===== config.mk =====
export PLATFORM = sky130hd
export DESIGN_NAME = uart_regif
export DESIGN_NICKNAME = d
export VERILOG_FILES = /design/src/rtl/uart_regif_pkg.sv /design/src/rtl/uart_rx_fifo.sv /design/src/rtl/uart_irq_ctl.sv /design/src/rtl/uart_rd_mux.sv /design/src/rtl/uart_regif.sv
export SDC_FILE = /design/constraint.sdc
export NUM_CORES = 1
export LEC_CHECK = 0
export BUFFER_PORTS_ARGS = -buffer_cell sky130_fd_sc_hd__buf_4
export CAP_MARGIN = 40
export CORE_MARGIN = 10
export CORE_UTILIZATION = 60
export CTS_CLUSTER_DIAMETER = 60
export CTS_CLUSTER_SIZE = 12
export DETAILED_ROUTE_END_ITERATION = 8
export GPL_ROUTABILITY_DRIVEN = 0
export PLACE_DENSITY = 0.91
export SLEW_MARGIN = 30
export SYNTH_ARGS = -nofsm -noshare
export SYNTH_HDL_FRONTEND = slang
export SYNTH_HIERARCHICAL = 1
export SYNTH_SLANG_ARGS = --single-unit

===== constraint.sdc =====
create_clock -name clk -period 9.2 [get_ports clk]
set_clock_uncertainty 0.05 [all_clocks]
set_input_delay 0.92 -clock clk [delete_from_list [all_inputs] [get_ports clk]]
set_output_delay 0.92 -clock clk [all_outputs]
set_load 0.01 [all_outputs]

===== src/rtl/uart_regif_pkg.sv =====
package uart_regif_pkg;
  localparam int IRQ_W   = 11;
  localparam int NUM_CFG = 7;

  // word indices (byte offset / 4)
  localparam int W_DATA  = 0;
  localparam int W_RSR   = 1;
  localparam int W_FLAG  = 6;
  localparam int W_MASK  = 14;
  localparam int W_RIS   = 15;
  localparam int W_MIS   = 16;
  localparam int W_CLR   = 17;
  localparam int W_ID_LO = 'h3F8;
  localparam int W_ID_HI = 'h3FF;

  localparam int ST_TX = 5;
  localparam int ST_RX = 4;

  localparam int FL_TXFE = 7;
  localparam int FL_RXFF = 6;
  localparam int FL_RXFE = 4;

  // storage slot of a configuration word, -1 when not one
  function automatic int cfg_slot(input int widx);
    case (widx)
      8:       return 0;
      9:       return 1;
      10:      return 2;
      11:      return 3;
      12:      return 4;
      13:      return 5;
      18:      return 6;
      default: return -1;
    endcase
  endfunction

  function automatic logic [7:0] id_byte(input logic [2:0] k);
    case (k)
      3'd0:    return 8'h11;
      3'd1:    return 8'h10;
      3'd2:    return 8'h14;
      3'd3:    return 8'h00;
      3'd4:    return 8'h0D;
      3'd5:    return 8'hF0;
      3'd6:    return 8'h05;
      default: return 8'hB1;
    endcase
  endfunction
endpackage


===== src/rtl/uart_rx_fifo.sv =====
module uart_rx_fifo #(
  parameter int DEPTH = 16,
  parameter int W     = 8,
  parameter int CNT_W = $clog2(DEPTH + 1)
) (
  input  logic             clk,
  input  logic             rst_n,
  input  logic             push,
  input  logic             pop,
  input  logic [W-1:0]     din,
  output logic [W-1:0]     dout,
  output logic [CNT_W-1:0] count,
  output logic             empty,
  output logic             full,
  output logic             push_ok
);
  localparam int PTR_W = (DEPTH > 1) ? $clog2(DEPTH) : 1;

  logic [W-1:0]     mem [DEPTH];
  logic [PTR_W-1:0] wr_ptr, rd_ptr;
  logic             pop_ok;

  function automatic logic [PTR_W-1:0] ptr_next(input logic [PTR_W-1:0] p);
    return (p == PTR_W'(DEPTH - 1)) ? '0 : p + 1'b1;
  endfunction

  assign empty   = (count == '0);
  assign full    = (count == CNT_W'(DEPTH));
  assign push_ok = push && !full;
  assign pop_ok  = pop && !empty;
  assign dout    = mem[rd_ptr];

  always_ff @(posedge clk) begin
    if (push_ok) mem[wr_ptr] <= din;
  end

  always_ff @(posedge clk) begin
    if (!rst_n) begin
      wr_ptr <= '0;
      rd_ptr <= '0;
      count  <= '0;
    end else begin
      if (push_ok) wr_ptr <= ptr_next(wr_ptr);
      if (pop_ok)  rd_ptr <= ptr_next(rd_ptr);
      case ({push_ok, pop_ok})
        2'b10:   count <= count + 1'b1;
        2'b01:   count <= count - 1'b1;
        default: count <= count;
      endcase
    end
  end
endmodule


===== src/rtl/uart_irq_ctl.sv =====
module uart_irq_ctl import uart_regif_pkg::*; #(
  parameter int W = IRQ_W
) (
  input  logic         clk,
  input  logic         rst_n,
  input  logic         mask_we,
  input  logic [W-1:0] mask_wdata,
  input  logic         clr_we,
  input  logic [W-1:0] clr_wdata,
  input  logic         set_rx,
  input  logic         clr_rx,
  input  logic         set_tx,
  output logic [W-1:0] ris,
  output logic [W-1:0] mask,
  output logic         irq
);
  logic [W-1:0] ris_d;

  // clears first, hardware sets last so a set always wins
  always_comb begin
    ris_d = ris & ~(clr_we ? clr_wdata : '0);
    if (clr_rx) ris_d[ST_RX] = 1'b0;
    if (set_rx) ris_d[ST_RX] = 1'b1;
    if (set_tx) ris_d[ST_TX] = 1'b1;
  end

  always_ff @(posedge clk) begin
    if (!rst_n) begin
      ris  <= '0;
      mask <= '0;
    end else begin
      ris <= ris_d;
      if (mask_we) mask <= mask_wdata;
    end
  end

  assign irq = |(ris & mask);
endmodule


===== src/rtl/uart_rd_mux.sv =====
module uart_rd_mux import uart_regif_pkg::*; #(
  parameter int WIDX_W = 10,
  parameter int DATA_W = 32
) (
  input  logic                      aligned,
  input  logic [WIDX_W-1:0]         widx,
  input  logic [7:0]                fifo_head,
  input  logic                      fifo_empty,
  input  logic                      fifo_full,
  input  logic [IRQ_W-1:0]          ris,
  input  logic [IRQ_W-1:0]          mask,
  input  logic [NUM_CFG*DATA_W-1:0] cfg_flat,
  output logic [DATA_W-1:0]         rdata
);
  logic [8:0] flags;
  int         slot;

  always_comb begin
    flags          = '0;
    flags[FL_TXFE] = 1'b1;
    flags[FL_RXFF] = fifo_full;
    flags[FL_RXFE] = fifo_empty;
  end

  always_comb begin
    rdata = '0;
    slot  = cfg_slot(int'(widx));
    if (!aligned) begin
      rdata = '0;
    end else if (slot >= 0) begin
      rdata = cfg_flat[slot*DATA_W +: DATA_W];
    end else if (int'(widx) >= W_ID_LO && int'(widx) <= W_ID_HI) begin
      rdata = DATA_W'(id_byte(widx[2:0]));
    end else begin
      case (int'(widx))
        W_DATA:  rdata = fifo_empty ? '0 : DATA_W'(fifo_head);
        W_FLAG:  rdata = DATA_W'(flags);
        W_MASK:  rdata = DATA_W'(mask);
        W_RIS:   rdata = DATA_W'(ris);
        W_MIS:   rdata = DATA_W'(ris & mask);
        default: rdata = '0;
      endcase
    end
  end
endmodule


===== src/rtl/uart_regif.sv =====
module uart_regif import uart_regif_pkg::*; #(
  parameter int ADDR_W     = 12,
  parameter int DATA_W     = 32,
  parameter int FIFO_DEPTH = 16
) (
  input  logic              clk,
  input  logic              rst_n,
  input  logic [ADDR_W-1:0] bus_addr,
  input  logic              bus_rd,
  input  logic              bus_wr,
  input  logic [DATA_W-1:0] bus_wdata,
  output logic [DATA_W-1:0] bus_rdata,
  input  logic              rx_valid,
  input  logic [7:0]        rx_byte,
  output logic              tx_valid,
  output logic [7:0]        tx_byte,
  output logic              irq
);
  localparam int WIDX_W = ADDR_W - 2;
  localparam int CNT_W  = $clog2(FIFO_DEPTH + 1);

  logic [WIDX_W-1:0]         widx;
  logic                      aligned;
  logic                      wr_data, rd_pop, wr_mask, wr_clr;
  logic [7:0]                fifo_head;
  logic [CNT_W-1:0]          fifo_cnt;
  logic                      fifo_empty, fifo_full, push_ok, clr_rx;
  logic [IRQ_W-1:0]          ris_q, mask_q;
  logic [DATA_W-1:0]         cfg_q [NUM_CFG];
  logic [NUM_CFG*DATA_W-1:0] cfg_flat;

  assign widx    = bus_addr[ADDR_W-1:2];
  assign aligned = (bus_addr[1:0] == 2'b00);
  assign wr_data = bus_wr && aligned && (int'(widx) == W_DATA);
  assign rd_pop  = bus_rd && aligned && (int'(widx) == W_DATA);
  assign wr_mask = bus_wr && aligned && (int'(widx) == W_MASK);
  assign wr_clr  = bus_wr && aligned && (int'(widx) == W_CLR);

  uart_rx_fifo #(.DEPTH(FIFO_DEPTH), .W(8), .CNT_W(CNT_W)) u_fifo (
    .clk(clk), .rst_n(rst_n), .push(rx_valid), .pop(rd_pop), .din(rx_byte),
    .dout(fifo_head), .count(fifo_cnt), .empty(fifo_empty), .full(fifo_full),
    .push_ok(push_ok)
  );

  // a pop that takes the last byte with no arrival alongside empties the queue
  assign clr_rx = rd_pop && (fifo_cnt == CNT_W'(1)) && !push_ok;

  uart_irq_ctl #(.W(IRQ_W)) u_irq (
    .clk(clk), .rst_n(rst_n),
    .mask_we(wr_mask), .mask_wdata(bus_wdata[IRQ_W-1:0]),
    .clr_we(wr_clr), .clr_wdata(bus_wdata[IRQ_W-1:0]),
    .set_rx(push_ok), .clr_rx(clr_rx), .set_tx(wr_data),
    .ris(ris_q), .mask(mask_q), .irq(irq)
  );

  for (genvar g = 0; g < NUM_CFG; g++) begin : g_cfg
    always_ff @(posedge clk) begin
      if (!rst_n) cfg_q[g] <= '0;
      else if (bus_wr && aligned && cfg_slot(int'(widx)) == g) cfg_q[g] <= bus_wdata;
    end
    assign cfg_flat[g*DATA_W +: DATA_W] = cfg_q[g];
  end

  always_ff @(posedge clk) begin
    if (!rst_n) begin
      tx_valid <= 1'b0;
      tx_byte  <= '0;
    end else begin
      tx_valid <= wr_data;
      if (wr_data) tx_byte <= bus_wdata[7:0];
    end
  end

  uart_rd_mux #(.WIDX_W(WIDX_W), .DATA_W(DATA_W)) u_rd (
    .aligned(aligned), .widx(widx), .fifo_head(fifo_head),
    .fifo_empty(fifo_empty), .fifo_full(fifo_full),
    .ris(ris_q), .mask(mask_q), .cfg_flat(cfg_flat), .rdata(bus_rdata)
  );
endmodule


==> summary.md, run 1 <==
| Metric | Value |
|---|---|
| Outcome | `finished, final reports clean` |
| Vias/cell | `7.01` |
| Total negative slack | `0 ps` |
| Final worst-path cycle share | `0.571` |
| Fillers | `1,862` |
| Number of global-route vias before repair | `13,400` |
| Max Cap Viol | `0` |
| Most frequent cells after synthesis | `352 x edfxtp_1, 236 x nor2_1, 128 x nand2_1` |
| Most frequent cell after synthesis | `edfxtp_1` |
| Setup repair bufs after CTS | `0` |
| Initial antenna violation count | `1` |
| Yosys reg bits | `400` |
| CP cell instances | `buf_4, or3_1, nor2_1, nand2_2, mux2_2, a21oi_1, nor4_1, buf_4` |
| Synth area leaders | `edfxtp_1 59%, mux4_2 6.8%, dfxtp_1 5.3%` |
| I/O pins | `99` |
| Register area share after synthesis | `0.641` |
| Worst Path Arrival | `4280 ps` |
| Worst skew pair latency | `530 ps` |
| Family with the most delay on the worst path | `simple AND/OR/NAND/NOR gates` |
| Final-report max-slew violation count | `0` |
| Synth area leader | `edfxtp_1` |
| Final setup fails | `0` |
| Starting Density | `0.607` |
| Synth Net Count | `1,442` |
| Syn Inst Count | `1,377` |
| Final min period | `5250 ps` |
| Area Overhead vs Synth | `12.6%` |
| Drt drc | `0` |
| Final instance area | `20,300 µm²` |
| Least-Margin Pin Slew | `904 ps` |
| Gr usage total | `0.265` |
| Yosys top cell area share | `0.587` |
| Reg clk slew, reported paths | `60 ps` |
| CP Class | `input pin to output port` |
| Peak supply drop | `253 µV` |
| Post-CTS Hold Fix Bufs | `0` |
| Rel. slew slack | `0.393` |
| Clk buf depth | `3` |
| # rows | `63` |
| Mapped cell area | `18,000 µm²` |
| CTS tree | `yes` |
| Layout cells sized above 1 | `0.187` |
| Avg Inst Size Synth | `13.1 µm²` |
| Final HPWL from detailed placement | `32,100 µm` |
| Hold Crit Class | `flop to flop` |
| CTS buffer count | `39` |
| Element type at the critical path start | `input pin` |
| Vias | `13,200` |
| Achievable frequency | `190 MHz` |
| H-tree levels | `2` |
| Worst setup EP type | `output port` |
| RSZ-0062 raised after global routing | `no` |
| Critical Path RT | `8230 ps` |
| Post-placement cell area | `19,100 µm²` |
| Crit path top cell by count | `buf_4` |
| Worst Path Max Fanout | `23` |
| First-pass GRT wire length | `78,500 µm` |
| LEAKAGE | `0.00692 µW` |
| Final Util | `0.684` |
| P per Cell Area | `183 nW/µm²` |
| FFs w/ async S/R, synth | `0` |
| Buffers & Inverters on Critical Path | `2` |
| Worst path slowest cell | `or3_1` |
| Starting DRT DRC Count | `2,476` |
| Main synth FF type | `edfxtp_1` |
| Die width | `193 µm` |
| Final Hold Fails | `0` |
| Routed Antenna Nets | `0` |
| Clock sinks | `400` |
| Die Footprint | `37,300 µm²` |
| CTS root buf | `clkbuf_16` |
| Core area | `29,600 µm²` |
| Detailed Routing Iterations Pass 1 | `8` |
| GR Overflow Total | `0` |
| Number of enable flip-flop cells after synthesis | `352` |
| Largest net degree at the start of global routing | `42` |
| Die height | `193 µm` |
| PostCTS Resize Cnt | `0` |
| Port Buf Inserts | `98` |
| Drt wl/cell | `27.5 µm` |
| Synth unique cells | `88` |
| Synth warn | `6` |
| Nets@finish | `1,530` |
| CP peak stage delay | `710 ps` |
| Final wirelength | `51,800 µm` |
## cell families (layout without fill, tap and decap cells)
logic type	Yosys count	after routing	synth area share
other	0	1	0
buffers and inverters	98	214	0.0268
and+or+nand+nor	530	530	0.137
xor gates and xnor gates	6	6	0.00292
adders and majority gates	8	8	0.00556
muxes	116	116	0.103
DFF	400	400	0.641
AOI/OAI and AO/OA	219	219	0.0845
## tightest hold or removal path: stages, from the launching register on
cell,delay [ps]
dfxtp_1,320
nand2_1,60
a21oi_1,30
## stage by stage
step           setup slack (ps)  total power, µW  hold slack, ps  cells
6_report                   3950             3720             411   1884
5_1_grt                    3930             3800             437   1883
4_1_cts                    4090             3710             411   1878
3_5_place_dp               4190             2260             402   1809
3_3_place_gp               4170             2250             389   1806
2_1_floorplan              4650             2180             374   1377
## state kept, by name, summed over array words and instances (netlist names), named ones only
register	cells
u_irq/ris	11
cfg_q	224
tx_valid	1
u_fifo/count	5
tx_byte	8
u_fifo/wr_ptr	4
u_irq/mask	11
u_fifo/rd_ptr	4
u_fifo/mem	128
## power breakdown
part           switching (µW)  total, µW  internal, µW  leakage, µW
Clock                     654       1480           829     0.000548
Sequential               21.7       2050          2030      0.00367
Combinational             128        186          57.9      0.00270
Total                     804       3720          2920      0.00692
## final timing paths
kind              cells past startpoint  slack, ps            start         endpoint
setup / recovery                      8       3950      bus_addr[7]     bus_rdata[0]
hold / removal                        2        410     u_irq/ris[8]     u_irq/ris[8]
setup reg to reg                      9       6220  u_fifo/count[3]  u_fifo/count[2]
hold reg to reg                       2        410     u_irq/ris[8]     u_irq/ris[8]
## layer usage
| metal | part of all wire | wire (µm) | track usage | up-vias |
|---|---|---|---|---|
| met5 | 0 | 0 | 0 | - |
| met3 | 0.14 | 7410 | 0.0692 | 314 |
| met2 | 0.47 | 24500 | 0.435 | 1279 |
| met1 | 0.32 | 16700 | 0.318 | 6265 |
| met4 | 0.062 | 3200 | 0.137 | 0 |
| li1 | - | - | - | 5352 |
## layout make-up
cell class                 instances  area, µm²  share of cell area
sequential                       400      11500               0.569
multi-input combinational        879       6040               0.298
clock buffer                      65       1070              0.0529
timing repair buffer             132       1010              0.0497
tap                              390        488              0.0241
clock inverter                     4       85.1             0.00420
inverter                          13       51.3             0.00253
antenna                            1       2.50            0.000123
## placed cells by master, fill, tap and decap left out, types with 4 or more instances in the layout
cell	count
edfxtp_1	352
nor2_1	235
nand2_1	128
buf_4	124
a21oi_1	83
mux4_2	54
mux2i_1	51
dfxtp_1	47
clkbuf_16	39
nor3_1	29
nand3_1	29
clkbuf_1	26
nor2b_1	23
o21ai_0	20
a211o_1	15
a21o_1	14
inv_1	11
mux2_2	11
and3_1	9
and2_1	9
or3_1	8
a211oi_1	8
a31oi_1	8
ha_1	8
xor2_1	6
a22oi_1	6
and4_1	5
nor4_1	5
nor4_2	5
nand4_1	5
o21a_1	5
a221o_1	5
nand2b_1	4
a32oi_1	4
a222oi_1	4
o22ai_1	4
a221oi_1	4
Power figures use the tool's default switching activity.
==> inputs of run 2 (changes only) <==
--- a/config.mk
+++ b/config.mk
@@ -8,12 +8,12 @@
 export BUFFER_PORTS_ARGS = -buffer_cell sky130_fd_sc_hd__buf_4
 export CAP_MARGIN = 40
 export CORE_MARGIN = 10
-export CORE_UTILIZATION = 60
+export CORE_UTILIZATION = 55
 export CTS_CLUSTER_DIAMETER = 60
 export CTS_CLUSTER_SIZE = 12
 export DETAILED_ROUTE_END_ITERATION = 8
 export GPL_ROUTABILITY_DRIVEN = 0
-export PLACE_DENSITY = 0.91
+export PLACE_DENSITY = 0.88
 export SLEW_MARGIN = 30
 export SYNTH_ARGS = -nofsm -noshare
 export SYNTH_HDL_FRONTEND = slang
==> constraint.sdc (replaced) <==
create_clock -name clk -period 4.5 [get_ports clk]
set_clock_uncertainty 0.05 [all_clocks]
set_input_delay 0.45 -clock clk [delete_from_list [all_inputs] [get_ports clk]]
set_output_delay 0.45 -clock clk [all_outputs]
set_load 0.01 [all_outputs]
==> run 2 against run 1 <==
Effect of this change:
- the run now ends with design-rule violations left
- cell count grew 3.5%
- via count shrank 2.3%
- die area grew 8.1%
- critical endpoint is now bus_rdata[4]
- highest routed layer unchanged
==> summary.md, run 2 (synthesis gave the netlist of run 1 again) <==
| Metric | Value |
|---|---|
| Vias | `12,900` |
| Hold EP | `u_irq/ris[8]` |
| Biggest regs | `cfg_q: 224 flops, u_fifo/mem: 128 flops` |
| Final Hold Fails | `0` |
| Layout cells sized above 1 | `0.198` |
| Failing checks | `design-rule violations` |
| Vias/cell | `6.62` |
| PostCTS Resize Cnt | `0` |
| Most frequent cells in the layout | `352 x edfxtp_1, 235 x nor2_1, 145 x buf_4` |
| Place WS | `741 ps` |
| Die width | `201 µm` |
| Die Footprint | `40,400 µm²` |
| Antenna cells | `0` |
| RSZ-0062 raised after global routing | `no` |
| Placed cells | `1,882` |
| Port Buf Inserts | `98` |
| Gr usage total | `0.241` |
| Starting DRT DRC Count | `2,116` |
| Number of global-route vias before repair | `12,900` |
| Outcome | `complete, but fails checks` |
| Element type at the critical path start | `flop` |
| Drt drc | `8` |
| Final worst-path cycle share | `0.910` |
| Detailed Routing Iterations Pass 1 | `9` |
| Core area | `32,500 µm²` |
| Nets@finish | `1,550` |
| P per Cell Area | `370 nW/µm²` |
| GR Overflow Total | `0` |
| Critical Path RT | `4000 ps` |
| # rows | `66` |
| Area Overhead vs Synth | `13.8%` |
| CTS buffer count | `39` |
| Worst skew pair latency | `540 ps` |
| Largest register by flop count | `cfg_q` |
| Final HPWL from detailed placement | `32,200 µm` |
| Total negative slack | `0 ps` |
| Reg power frac | `0.553` |
| Final min period | `4090 ps` |
| Rel. slew slack | `0.338` |
| Worst Path Max Fanout | `19` |
| Switching share of power | `0.218` |
| Reg-to-reg slack, setup | `1570 ps` |
| Commonest non-fill, non-tap cell in the layout | `edfxtp_1` |
| Cell-internal power | `5920 µW` |
| Cell Count, Final, Fillers Out | `1,949` |
| Hold Crit Class | `input pin to flop` |
| H-tree levels | `2` |
| Hold path depth | `2` |
| CP Class | `flop to output port` |
| Least-Margin Pin Slew | `989 ps` |
| Setup repair bufs after CTS | `0` |
| Worst setup EP type | `output port` |
| Clk pwr share | `0.396` |
| Clk buf depth | `3` |
| Worst Path Arrival | `3590 ps` |
| Max FFs per register | `224` |
| LEAKAGE | `0.00702 µW` |
| Final setup fails | `0` |
| Final-report max-slew violation count | `0` |
| Routed Antenna Nets | `0` |
| Power share of the combinational group | `0.051` |
| Largest net degree at the start of global routing | `45` |
| Achievable frequency | `244 MHz` |
| CTS tree | `yes` |
| Initial antenna violation count | `0` |
| Worst R2R Start | `u_fifo/count[3]` |
| I/O pins | `99` |
| Clock sinks | `400` |
| Peak supply drop | `537 µV` |
| Hold_ws | `71.8 ps` |
| Die height | `201 µm` |
| Net Switching | `1650 µW` |
| Max Cap Viol | `0` |
| Hold path startpoint | `bus_wdata[8]` |
| Drt wl/cell | `25.9 µm` |
| Starting Density | `0.555` |
| Post-CTS Hold Fix Bufs | `0` |
| Setup ws final | `407 ps` |
| CTS root buf | `clkbuf_16` |
| Cell count of the worst reg-to-reg path | `10` |
| First-pass GRT wire length | `75,900 µm` |
| Reg2reg end | `u_fifo/count[2]` |
| Reg clk slew, reported paths | `60 ps` |
| Final instance area | `20,500 µm²` |
| Final wirelength | `50,400 µm` |
| Post-placement cell area | `19,300 µm²` |
[run 2: changes by cell type in the layout (fill, tap and decap cells not counted), sizes merged]
cell,delta
clkbuf,-7
diode,-1
clkinv,+1
bufinv,-1
buf,+21
[run 2: worst max path at each step]
| stage | cells after the start | to | startpoint | slack, ps |
|---|---|---|---|---|
| finish | 7 | bus_rdata[4] | flop | 410 |
| global route | 7 | bus_rdata[4] | flop | 290 |
| CTS | 7 | bus_rdata[4] | flop | 440 |
| detailed placement | 7 | bus_rdata[5] | bus_addr[7] | 740 |
| global placement | 8 | bus_rdata[0] | bus_addr[7] | 760 |
| floorplan | 5 | cfg_q[6][0] | bus_addr[7] | 420 |
[run 2: worst max-delay path, cell delays in order (launching register included)]
cell and delay [ps]:
dfxtp_2 770, mux4_2 650, mux4_2 530, a22oi_1 220
a21oi_1 90, a31oi_1 380, a311oi_1 150, buf_4 230
[run 2: area by class of cell]
cell class | count | area, µm²
fill | 2200 | 12000
sequential | 400 | 11500
multi-input combinational | 879 | 6020
timing repair buffer | 152 | 1190
clock buffer | 59 | 1070
tap | 442 | 553
clock inverter | 4 | 60.1
inverter | 13 | 51.3
[run 2: power by group through the flow]
stage	Sequential [µW]	Clock, µW	Combinational, µW
2_1_floorplan	4250	0	204
3_3_place_gp	4250	0	352
3_5_place_dp	4260	0	368
4_1_cts	4180	3010	371
5_1_grt	4190	3170	404
6_report	4190	3000	387
[run 2: stage by stage]
step,power (µW),util
after global routing,7770,0.631
after detailed placement,4630,0.595
after global placement,4600,0.593
final,7570,0.631
after CTS,7560,0.630
after floorplan,4450,-
[run 2: routing by layer]
layer	GRT usage	vias to the layer above	share of wire
li1	-	5393	-
met3	0.0713	214	0.14
met2	0.400	1108	0.49
met5	0	-	0
met4	0.105	0	0.043
met1	0.288	6187	0.33
